**src/rtl/mdio_mgmt_pkg.sv**
```systemverilog
`timescale 1ns/1ps
// Package: shared field widths, divisor ratios and the command type for the
// MDIO management master. Assumes a 3-bit clock-range code.
package mdio_mgmt_pkg;
    localparam int PHY_AW        = 5;
    localparam int REG_AW        = 5;
    localparam int CR_W          = 3;
    localparam int DIV_W         = 6;
    localparam int DIV_LOW_SYS   = 16;  // 20-35 MHz system clock
    localparam int DIV_MID_SYS   = 26;  // 35-60 MHz system clock
    localparam int DIV_HIGH_SYS  = 42;  // 60-72 MHz system clock, also the safe fallback

    localparam logic [CR_W-1:0] CR_HIGH = 3'b000;
    localparam logic [CR_W-1:0] CR_LOW  = 3'b010;
    localparam logic [CR_W-1:0] CR_MID  = 3'b011;

    typedef struct packed {
        logic [PHY_AW-1:0] phy;
        logic [REG_AW-1:0] regad;
        logic [CR_W-1:0]   cr;
        logic              wr;
    } mgmt_cmd_t;

    // Maps a clock-range code to the MDC period in system clocks; reserved codes use the slowest ratio.
    function automatic logic [DIV_W-1:0] divisor_for(input logic [CR_W-1:0] cr);
        case (cr)
            CR_LOW:  return DIV_W'(DIV_LOW_SYS);
            CR_MID:  return DIV_W'(DIV_MID_SYS);
            default: return DIV_W'(DIV_HIGH_SYS);
        endcase
    endfunction
endpackage

```
**src/rtl/mdio_mdc_gen.sv**
```systemverilog
`timescale 1ns/1ps
// MDC generator: while run is high, counts system clocks modulo div and
// produces MDC (low first half, high second half) plus one-cycle strobes
// in the cycles where MDC rises and falls. Assumes div is even, at least 4,
// and stable while run is high. Idle: counter and MDC held at zero.
module mdio_mdc_gen #(
    parameter int DIV_W = 6
) (
    input  logic             clk,
    input  logic             rst_n,
    input  logic             run,
    input  logic [DIV_W-1:0] div,
    output logic             mdc,
    output logic             rise_stb,
    output logic             fall_stb
);
    logic [DIV_W-1:0] cnt;
    logic [DIV_W-1:0] half_m1;
    logic [DIV_W-1:0] last;

    assign half_m1  = (div >> 1) - DIV_W'(1);
    assign last     = div - DIV_W'(1);
    assign rise_stb = run && (cnt == half_m1);
    assign fall_stb = run && (cnt == last);

    // Divider counter and MDC level.
    always_ff @(posedge clk) begin
        if (!rst_n || !run) begin
            cnt <= '0;
            mdc <= 1'b0;
        end else if (fall_stb) begin
            cnt <= '0;
            mdc <= 1'b0;
        end else begin
            cnt <= cnt + DIV_W'(1);
            if (rise_stb) begin
                mdc <= 1'b1;
            end
        end
    end

    // the counter never passes the programmed period.
    p_cnt_in_period_r3: assert property (@(posedge clk) disable iff (!rst_n)
        run |-> (cnt < div));
endmodule

```
**src/rtl/mdio_frame_engine.sv**
```systemverilog
`timescale 1ns/1ps
// Frame engine: when busy is seen while idle, loads a full management frame
// into a shift register and shifts it out, one bit per MDC period, on the
// fall strobe. Reads release MDIO from the first turnaround bit and shift
// mdio_i in on the rise strobe during the data bits. Pulses done on the fall
// strobe that ends the last bit. Assumes cmd and tx_data are stable while busy.
module mdio_frame_engine
    import mdio_mgmt_pkg::*;
#(
    parameter int DATA_W  = 16,
    parameter int PRE_LEN = 32
) (
    input  logic              clk,
    input  logic              rst_n,
    input  logic              busy,
    input  mgmt_cmd_t         cmd,
    input  logic [DATA_W-1:0] tx_data,
    input  logic              rise_stb,
    input  logic              fall_stb,
    input  logic              mdio_i,
    output logic              running,
    output logic              mdio_o,
    output logic              mdio_oe,
    output logic              done,
    output logic [DATA_W-1:0] rx_data
);
    localparam int FRAME_LEN = PRE_LEN + 2 + 2 + PHY_AW + REG_AW + 2 + DATA_W;
    localparam int TA_IDX    = PRE_LEN + 4 + PHY_AW + REG_AW;
    localparam int DATA_IDX  = TA_IDX + 2;
    localparam int CNT_W     = $clog2(FRAME_LEN);

    logic [FRAME_LEN-1:0] sh;
    logic [CNT_W-1:0]     bit_cnt;
    logic [CNT_W-1:0]     next_idx;
    logic [FRAME_LEN-1:0] frame;

    assign next_idx = bit_cnt + CNT_W'(1);
    assign mdio_o   = sh[FRAME_LEN-1];
    assign done     = running && fall_stb && (bit_cnt == CNT_W'(FRAME_LEN - 1));

    // Assemble the frame to send from the current command.
    always_comb begin
        frame = {{PRE_LEN{1'b1}}, 2'b01,
                 (cmd.wr ? 2'b01 : 2'b10),
                 cmd.phy, cmd.regad,
                 (cmd.wr ? 2'b10 : 2'b00),
                 (cmd.wr ? tx_data : {DATA_W{1'b0}})};
    end

    // Frame sequencing: load, shift on MDC fall, capture on MDC rise.
    always_ff @(posedge clk) begin
        if (!rst_n) begin
            running <= 1'b0;
            sh      <= '0;
            bit_cnt <= '0;
            mdio_oe <= 1'b0;
            rx_data <= '0;
        end else if (!running) begin
            if (busy) begin
                running <= 1'b1;
                sh      <= frame;
                bit_cnt <= '0;
                mdio_oe <= 1'b1;
            end
        end else begin
            if (rise_stb && !cmd.wr && (bit_cnt >= CNT_W'(DATA_IDX))) begin
                rx_data <= {rx_data[DATA_W-2:0], mdio_i};
            end
            if (done) begin
                running <= 1'b0;
                sh      <= '0;
                bit_cnt <= '0;
                mdio_oe <= 1'b0;
            end else if (fall_stb) begin
                sh      <= {sh[FRAME_LEN-2:0], 1'b0};
                bit_cnt <= next_idx;
                if (!cmd.wr && (next_idx >= CNT_W'(TA_IDX))) begin
                    mdio_oe <= 1'b0;
                end
            end
        end
    end

    // a write frame drives MDIO for its whole length.
    p_write_drives_r5: assert property (@(posedge clk) disable iff (!rst_n)
        (running && cmd.wr) |-> mdio_oe);

    // a read frame has released MDIO from the turnaround on.
    p_read_released_r6: assert property (@(posedge clk) disable iff (!rst_n)
        (running && !cmd.wr && (bit_cnt >= CNT_W'(TA_IDX))) |-> !mdio_oe);

    // a frame only runs while the host sees busy.
    p_run_under_busy_r7: assert property (@(posedge clk) disable iff (!rst_n)
        running |-> busy);
endmodule

```
**src/rtl/mdio_host_regs.sv**
```systemverilog
`timescale 1ns/1ps
// Host registers: control word (fields plus busy) and 16-bit data word.
// Writes are accepted only while idle; done clears busy and, for reads,
// loads the received bits into the data word. Read mux is combinational.
module mdio_host_regs
    import mdio_mgmt_pkg::*;
#(
    parameter int DATA_W = 16,
    parameter int HOST_W = 32
) (
    input  logic              clk,
    input  logic              rst_n,
    input  logic              host_wr,
    input  logic              host_sel,
    input  logic [HOST_W-1:0] host_wdata,
    output logic [HOST_W-1:0] host_rdata,
    input  logic              done,
    input  logic [DATA_W-1:0] rx_data,
    output logic              busy,
    output mgmt_cmd_t         cmd,
    output logic [DATA_W-1:0] tx_data
);
    localparam int CR_LSB  = 2;
    localparam int REG_LSB = 6;
    localparam int PHY_LSB = REG_LSB + REG_AW;

    logic unused_wbits;
    assign unused_wbits = ^{host_wdata[HOST_W-1:PHY_LSB+PHY_AW], host_wdata[5]};

    // Register updates: completion first, then idle-only host writes.
    always_ff @(posedge clk) begin
        if (!rst_n) begin
            busy    <= 1'b0;
            cmd     <= '0;
            tx_data <= '0;
        end else if (done) begin
            busy <= 1'b0;
            if (!cmd.wr) begin
                tx_data <= rx_data;
            end
        end else if (host_wr && !busy) begin
            if (!host_sel) begin
                cmd.phy   <= host_wdata[PHY_LSB +: PHY_AW];
                cmd.regad <= host_wdata[REG_LSB +: REG_AW];
                cmd.cr    <= host_wdata[CR_LSB +: CR_W];
                cmd.wr    <= host_wdata[1];
                busy      <= host_wdata[0];
            end else begin
                tx_data <= host_wdata[DATA_W-1:0];
            end
        end
    end

    // Read mux with reserved bits forced to zero.
    always_comb begin
        host_rdata = '0;
        if (!host_sel) begin
            host_rdata[PHY_LSB +: PHY_AW] = cmd.phy;
            host_rdata[REG_LSB +: REG_AW] = cmd.regad;
            host_rdata[CR_LSB +: CR_W]    = cmd.cr;
            host_rdata[1]                 = cmd.wr;
            host_rdata[0]                 = busy;
        end else begin
            host_rdata[DATA_W-1:0] = tx_data;
        end
    end

    // nothing the host holds changes during a frame.
    p_frozen_while_busy_r8: assert property (@(posedge clk) disable iff (!rst_n)
        (busy && $past(busy)) |-> ($stable(cmd) && $stable(tx_data)));

    // completion always ends busy.
    p_done_clears_busy_r7: assert property (@(posedge clk) disable iff (!rst_n)
        done |=> !busy);
endmodule

```
**src/rtl/mdio_mgmt_master.sv**
```systemverilog
`timescale 1ns/1ps
// MDIO management master top: host registers, MDC generator and frame
// engine. The MDC divisor follows the clock-range code held in the
// control word. Assumes an external tri-state buffer built from mdio_o and
// mdio_oe_o, with mdio_i taken from the pad.
module mdio_mgmt_master
    import mdio_mgmt_pkg::*;
#(
    parameter int DATA_W  = 16,
    parameter int PRE_LEN = 32,
    parameter int HOST_W  = 32
) (
    input  logic              clk,
    input  logic              rst_n,
    input  logic              host_wr,
    input  logic              host_sel,
    input  logic [HOST_W-1:0] host_wdata,
    output logic [HOST_W-1:0] host_rdata,
    output logic              mdc_o,
    output logic              mdio_o,
    output logic              mdio_oe_o,
    input  logic              mdio_i
);
    mgmt_cmd_t         cmd;
    logic              busy;
    logic              done;
    logic              running;
    logic              rise_stb;
    logic              fall_stb;
    logic [DATA_W-1:0] tx_data;
    logic [DATA_W-1:0] rx_data;
    logic [DIV_W-1:0]  div;

    assign div = divisor_for(cmd.cr);

    mdio_host_regs #(.DATA_W(DATA_W), .HOST_W(HOST_W)) regs_i (
        .clk(clk), .rst_n(rst_n), .host_wr(host_wr), .host_sel(host_sel),
        .host_wdata(host_wdata), .host_rdata(host_rdata), .done(done),
        .rx_data(rx_data), .busy(busy), .cmd(cmd), .tx_data(tx_data)
    );

    mdio_mdc_gen #(.DIV_W(DIV_W)) mdc_i (
        .clk(clk), .rst_n(rst_n), .run(running), .div(div),
        .mdc(mdc_o), .rise_stb(rise_stb), .fall_stb(fall_stb)
    );

    mdio_frame_engine #(.DATA_W(DATA_W), .PRE_LEN(PRE_LEN)) eng_i (
        .clk(clk), .rst_n(rst_n), .busy(busy), .cmd(cmd), .tx_data(tx_data),
        .rise_stb(rise_stb), .fall_stb(fall_stb), .mdio_i(mdio_i),
        .running(running), .mdio_o(mdio_o), .mdio_oe(mdio_oe_o),
        .done(done), .rx_data(rx_data)
    );

    // MDC idles low whenever no frame is running.
    p_mdc_idle_low_r1: assert property (@(posedge clk) disable iff (!rst_n)
        !running |-> !mdc_o);

    // inside a frame, MDIO moves only together with an MDC fall.
    p_mdio_on_fall_r9: assert property (@(posedge clk) disable iff (!rst_n)
        (running && $past(running) && (mdio_o != $past(mdio_o))) |-> $fell(mdc_o));
endmodule

```
**config.mk**
```make
export PLATFORM = sky130hd
export DESIGN_NAME = mdio_mgmt_master
export DESIGN_NICKNAME = d
export VERILOG_FILES = /design/src/rtl/mdio_mgmt_pkg.sv /design/src/rtl/mdio_mdc_gen.sv /design/src/rtl/mdio_frame_engine.sv /design/src/rtl/mdio_host_regs.sv /design/src/rtl/mdio_mgmt_master.sv
export SDC_FILE = /design/constraint.sdc
export NUM_CORES = 1
export LEC_CHECK = 0
export ABC_CLOCK_PERIOD_IN_PS = 3550
export BUFFER_PORTS_ARGS = -buffer_cell sky130_fd_sc_hd__buf_4
export CAP_MARGIN = 10
export CELL_PAD_IN_SITES_DETAIL_PLACEMENT = 1
export CELL_PAD_IN_SITES_GLOBAL_PLACEMENT = 2
export CORE_ASPECT_RATIO = 1.25
export CORE_MARGIN = 2
export CORE_UTILIZATION = 35
export CTS_CLUSTER_DIAMETER = 40
export DETAILED_ROUTE_END_ITERATION = 10
export PLACE_DENSITY = 0.87
export SLEW_MARGIN = 20
export SYNTH_ARGS = -nofsm -noshare
export SYNTH_HDL_FRONTEND = slang
export SYNTH_SLANG_ARGS = --single-unit
```
**constraint.sdc**
```tcl
create_clock -name clk -period 3.55 [get_ports clk]
set_clock_uncertainty 0.1 [all_clocks]
set_input_delay 1.065 -clock clk [delete_from_list [all_inputs] [get_ports clk]]
set_output_delay 1.065 -clock clk [all_outputs]
set_load 0.02 [all_outputs]
```
* Word level (Yosys, flattened, before mapping)
Index checks and enable logic that the tools add are counted.
** Word-level totals
- Register bits after elaboration :: 126
- Input port bits :: 37
- Output and inout port bits :: 35
** Cells by class
- $add $sub $neg :: 4
- Order comparisons :: 2
- Equality and inequality tests :: 8
- Muxes and demuxes :: 27
- Bitwise logic cells :: 3
- Reductions and logical operators :: 24
** Operators with widths (number)
- $mux W64 :: 4
- $mux W16 :: 5
- $mux W6 :: 4
- $add A6 B1 Y6 const B :: 2
- $eq A6 B6 Y1 :: 2
- $ge A6 B6 Y1 const B :: 2
- $pmux W6 S2 :: 1
- $mux W10 :: 1
- $mux W1 :: 9
- $reduce_and A3 Y1 :: 3
- $logic_and A1 B1 Y1 :: 8
- $eq A3 B2 Y1 const B :: 2
- $eq A6 B6 Y1 const B :: 1
- $reduce_and A2 Y1 :: 3
- $reduce_bool A2 Y1 :: 3
- $sub A5 B1 Y6 const B :: 1
- $sub A6 B1 Y6 const B :: 1
- $mux W5 :: 1
- $logic_not A1 Y1 :: 4
- $mux W2 :: 2
- $reduce_or A2 Y1 :: 2
- $ne A3 B2 Y1 const B :: 1
- $ne A3 B3 Y1 const B :: 1
- $not A1 Y1 :: 3
- other kinds (2) :: 2

* Depth between registers and ports, before layout
- Depth in word-level cells :: 9
- Mapped depth :: 10

* Cells and area by module
Synthesis repeated with hierarchy kept, for this count alone.
** Unflattened totals
- Cell total of the unflattened synthesis :: 607
- Area total of the unflattened synthesis :: 5531.6 µm²
** Modules (own cells, without submodules)
- mdio_frame_engine :: instances 1, cells an instance 358, area each 3235.6 µm², seq. area each 1761.7 µm²
- mdio_host_regs :: instances 1, cells an instance 178, area each 1670.4 µm², seq. area each 620.6 µm²
- mdio_mdc_gen :: instances 1, cells an instance 67, area each 595.6 µm², seq. area each 140.1 µm²
- mdio_mgmt_master :: instances 1, cells an instance 4, area each 30.0 µm², seq. area each 0.0 µm²

* Worst setup path before layout
Ideal clock, no wire load.
- Path kind :: input -> output
- Start point :: input host_sel
- End point :: output host_rdata[10]
- Arrival time :: 2.131 ns
- Required time :: 2.385 ns
- Path slack :: 0.254 ns
- Stages :: 3
- Cells stage by stage :: clkbuf_1 > clkbuf_1 > mux2_2
** Between the ends
- Longest elaborated chain between the ends :: 1
** RTL lines
- start: declaration :: line mdio_mgmt_master.sv:16 : input logic host_sel,
- $mux W10 :: line mdio_host_regs.sv:57 : if (!host_sel) begin
- end: declaration :: line mdio_mgmt_master.sv:18 : output logic [HOST_W-1:0] host_rdata,
Every way passes these cells.

* Worst setup path after layout
- Start point :: input host_sel
- End point :: output host_rdata[1]
** Between the ends
- Longest elaborated chain between the ends :: 1
** RTL lines (line)
- $mux W5 :: mdio_host_regs.sv:57
Every way passes these cells.

==> run summary <==
The leading cell type in the layout, fill and taps excluded is sky130_fd_sc_hd__dfxtp_1. For this block, the initial DRC count from the detailed router was 220. The area growth from synthesis to layout is 15.7%.

The power per standard cell area came out at 501 nW/µm². The share of total power consumed by net switching came out at 0.255. The via-per-instance ratio came out at 5.50. The initial antenna violation count is 0.

Static timing analysis puts the maximum clock frequency at roughly 0.33 GHz. Setup repair after global routing left no endpoint under its margin. The startpoint class of the critical path is an input port.

The final standard cell area without fillers came out at 6750 µm². The distinct cell type count of the synthesized netlist came out at 52. The worst min-delay path category is flop to flop. The mean instance size in the synthesized netlist came out at 8.67 µm². The die width is 120 µm. The endpoint of the worst setup timing path is host_rdata[1].

The detailed-route DRC error count came out at 0. The worst setup path is captured at an output pin. Along the worst path, the maximum fanout reaches 21. The tool flagged a number of max-cap violations equal to 0. For the pin with the worst max-slew slack, the measured transition is 1.03 ns. The share of flip-flops with an asynchronous set or reset came out at 0. Tracing the worst setup path back leads to its startpoint at host_sel.

In this run the critical register-to-register path is captured at eng_i.sh[30]. The antenna diode instance count is 0. In this run the cell area of the synthesized design comes to 5840 µm². The post-detailed-routing wire length is about 16 mm. 72 I/O pins were placed. The first detailed-routing pass ran for 4 iterations. Counting along the longest clock path gives a buffer depth of 2. At the worst endpoint, the required time is 2.38 ns.

Measured against its own limit, the worst slew margin works out to 0.316. The floorplan has 52 rows. The number of vias in the routed layout came out at roughly 5000. Across the VDD grid, the largest voltage drop is 0.281 mV. The complex-gate fraction of the synthesized area is 0.187. In the layout the commonest cells are sky130_fd_sc_hd__dfxtp_1 (126), sky130_fd_sc_hd__nand3_1 (125), sky130_fd_sc_hd__nand2_1 (51).

The clock network fraction of total power is 0.481. The number of input and output port buffers inserted is 39. The post-CTS resize count is 0.

After synthesis, the largest family of logic cells by area is simple AND/OR/NAND/NOR gates. The number of nets in the layout is 720. The startpoint of the most critical register-to-register path is regs_i.cmd[2]. The full die area is 17700 µm². The simple-gate share of the synthesized area came out at 0.217. The final count of hold timing violations is 0. The global-route congestion overflow total is 0.

The placeable core region came out at 16300 µm². The sequential cell fraction of total power is 0.442. The register-to-register path setup slack came out at ~0.76 ns. The most used flip-flop cell after synthesis is sky130_fd_sc_hd__dfxtp_1. The number of enable flip-flop cells after synthesis came out at 0. The clock insertion delay at the later pin of the skew report came out at 0.42 ns. The worst hold slack after final layout came out at 0.358 ns. By startpoint and endpoint, the worst setup path is classified as input port to output pin.

In this run the remaining antenna-violating nets after routing total 0. The area share of fa/ha/maj cells after synthesis came out at 0.00643. The combinational power share is 0.077. The final critical path time including I/O delays and setup is 3.07 ns. The number of global-route vias before repair came out at just over 5000. The share of final-layout standard cells stronger than drive strength 1 came out at 0.147. The switching power total came out at 0.000864 W. The share of synthesized area spent on multiplexers came out at 0.0714. The TritonCTS clock tree is yes. Counting the fill cells in the layout gives 1903. The hold-fix buffer count after cts is 0.

The Yosys warning count came out at 0. For this run, the register share of the synthesized area comes to 0.432. The clock net sink count is 126. Data on the critical path arrives at its endpoint at 1.90 ns.

Synthesis inferred 126 register bits. The cell area after placement came out at 6200 µm². The leakage dissipation came out at 2.65 nW. The flow ran to the end, and the final reports show no timing, DRC or antenna violations. The die boundary height is 148 µm.

The xor-xnor portion of the synthesized cell area came out at 0.0150. The number of buffers inserted during clock tree synthesis came out at 17. The ratio of final minimum period to clock period came out at 0.865. The number of setup buffers added after CTS came out at 0.

The final total negative setup slack is 0 ns. The worst register-to-register path has a depth of 7. The maximum number of pins on one net before global-route repair is 65.

For this configuration, the core starts out at a cell density of 0.359. In the synthesized netlist, the number of instances is 673. The congestion estimate from routability-driven global placement came to 0.784. The H-tree was split into 4 levels. The internal power component is around 0.0025 W. The count of pins over their slew limit came out at 0. Summed over all nets, the half-perimeter wirelength after detailed placement is 10.3 mm.

For this run, the total global-route usage over all layers was measured as 0.183. The tree is rooted in a sky130_fd_sc_hd__clkbuf_16. The clock transition at the registers of the reported paths is 0.06 ns.

The total setup violations reported at the end of the flow is 0. The global-route wire length before repair came out at 26.0 mm. The per-cell routed wire length is 17.4 µm.
cells in the mapped netlist, drive strengths merged (3+ instances only):
master,number,area [µm²]
dfxtp,126,2520
nand3,125,626
nand2,51,191
a21boi,42,315
clkbuf,42,158
o21ai,37,185
buf,36,224
o211ai,34,260
mux2i,27,270
nor2,22,82.6
nor2b,21,131
a22oi,16,120
mux2,13,146
a31oi,10,62.6
a21oi,8,43.8
inv,7,26.3
xor2,6,52.6
and2,5,31.3
and3,5,31.3
nand3b,4,30.0
nand4b,4,50.1
xnor2,4,35.0
ha,3,37.5
per-stage QoR:
stage | setup WS, ns | util | cells | power (W)
2_1_floorplan | 0.254 | - | 688 | 0.00171
3_3_place_gp | 0.487 | 0.381 | 877 | 0.00178
3_5_place_dp | 0.488 | 0.381 | 877 | 0.00179
4_1_cts | 0.485 | 0.415 | 909 | 0.00341
5_1_grt | 0.460 | 0.415 | 909 | 0.00351
6_report | 0.480 | 0.415 | 909 | 0.00338
layout make-up:
type | count | area [µm²] | area share
multi-input combinational | 477 | 2970 | 0.441
sequential | 126 | 2520 | 0.374
clock buffer | 18 | 429 | 0.0636
timing repair buffer | 51 | 408 | 0.0604
tap | 216 | 270 | 0.0400
clock inverter | 14 | 121 | 0.0180
inverter | 7 | 26.3 | 0.00389
how the worst min path moves through the flow:
stage            startpoint  slack, ns  cells past startpoint      endpoint
6_report          mdc_i.mdc       0.36                      2     mdc_i.mdc
5_1_grt        eng_i.sh[30]       0.38                      2  eng_i.sh[31]
4_1_cts        eng_i.sh[16]       0.36                      2  eng_i.sh[16]
3_5_place_dp      mdc_i.mdc       0.35                      2     mdc_i.mdc
3_3_place_gp   eng_i.sh[16]       0.34                      2  eng_i.sh[16]
2_1_floorplan  eng_i.sh[16]       0.33                      2  eng_i.sh[16]
routing by layer:
metal | vias to the layer above | wire [µm] | GRT usage
li1 | 2397 | - | -
met1 | 2477 | 6880 | 0.215
met2 | 97 | 8050 | 0.323
met3 | 24 | 603 | 0.0445
met4 | 0 | 302 | 0.0676
met5 | - | 0 | 0
critical path: stages:
cell,delay [ns]
sky130_fd_sc_hd__buf_4,0.27
sky130_fd_sc_hd__mux2_2,0.40
sky130_fd_sc_hd__buf_4,0.16
flip-flops by register name (all words and copies together) (netlist names):
register,flops
regs_i.tx_data,16
mdc_i.mdc,1
eng_i.bit_cnt,6
regs_i.busy,1
eng_i.sh,64
eng_i.mdio_oe,1
regs_i.cmd,14
mdc_i.cnt,6
eng_i.rx_data,16
eng_i.running,1
cells by family after synthesis:
| logic type | count (synthesis) |
|---|---|
| buffers and inverters | 85 |
| adder cells (fa/ha/maj) | 3 |
| other | 1 |
| multiplexers | 40 |
| flip-flops | 126 |
| XOR/XNOR | 10 |
| AND/OR/NAND/NOR | 249 |
| AO/OA/AOI/OAI | 159 |
power groups by stage:
stage / logic [W] / clock network, W / registers (W)
2_1_floorplan: 0.000195 / 0 / 0.00151
3_3_place_gp: 0.000251 / 0 / 0.00152
3_5_place_dp: 0.000260 / 0 / 0.00153
4_1_cts: 0.000262 / 0.00165 / 0.00150
5_1_grt: 0.000287 / 0.00172 / 0.00150
6_report: 0.000261 / 0.00163 / 0.00150
No activity file was read; power rests on OpenSTA's default activity.
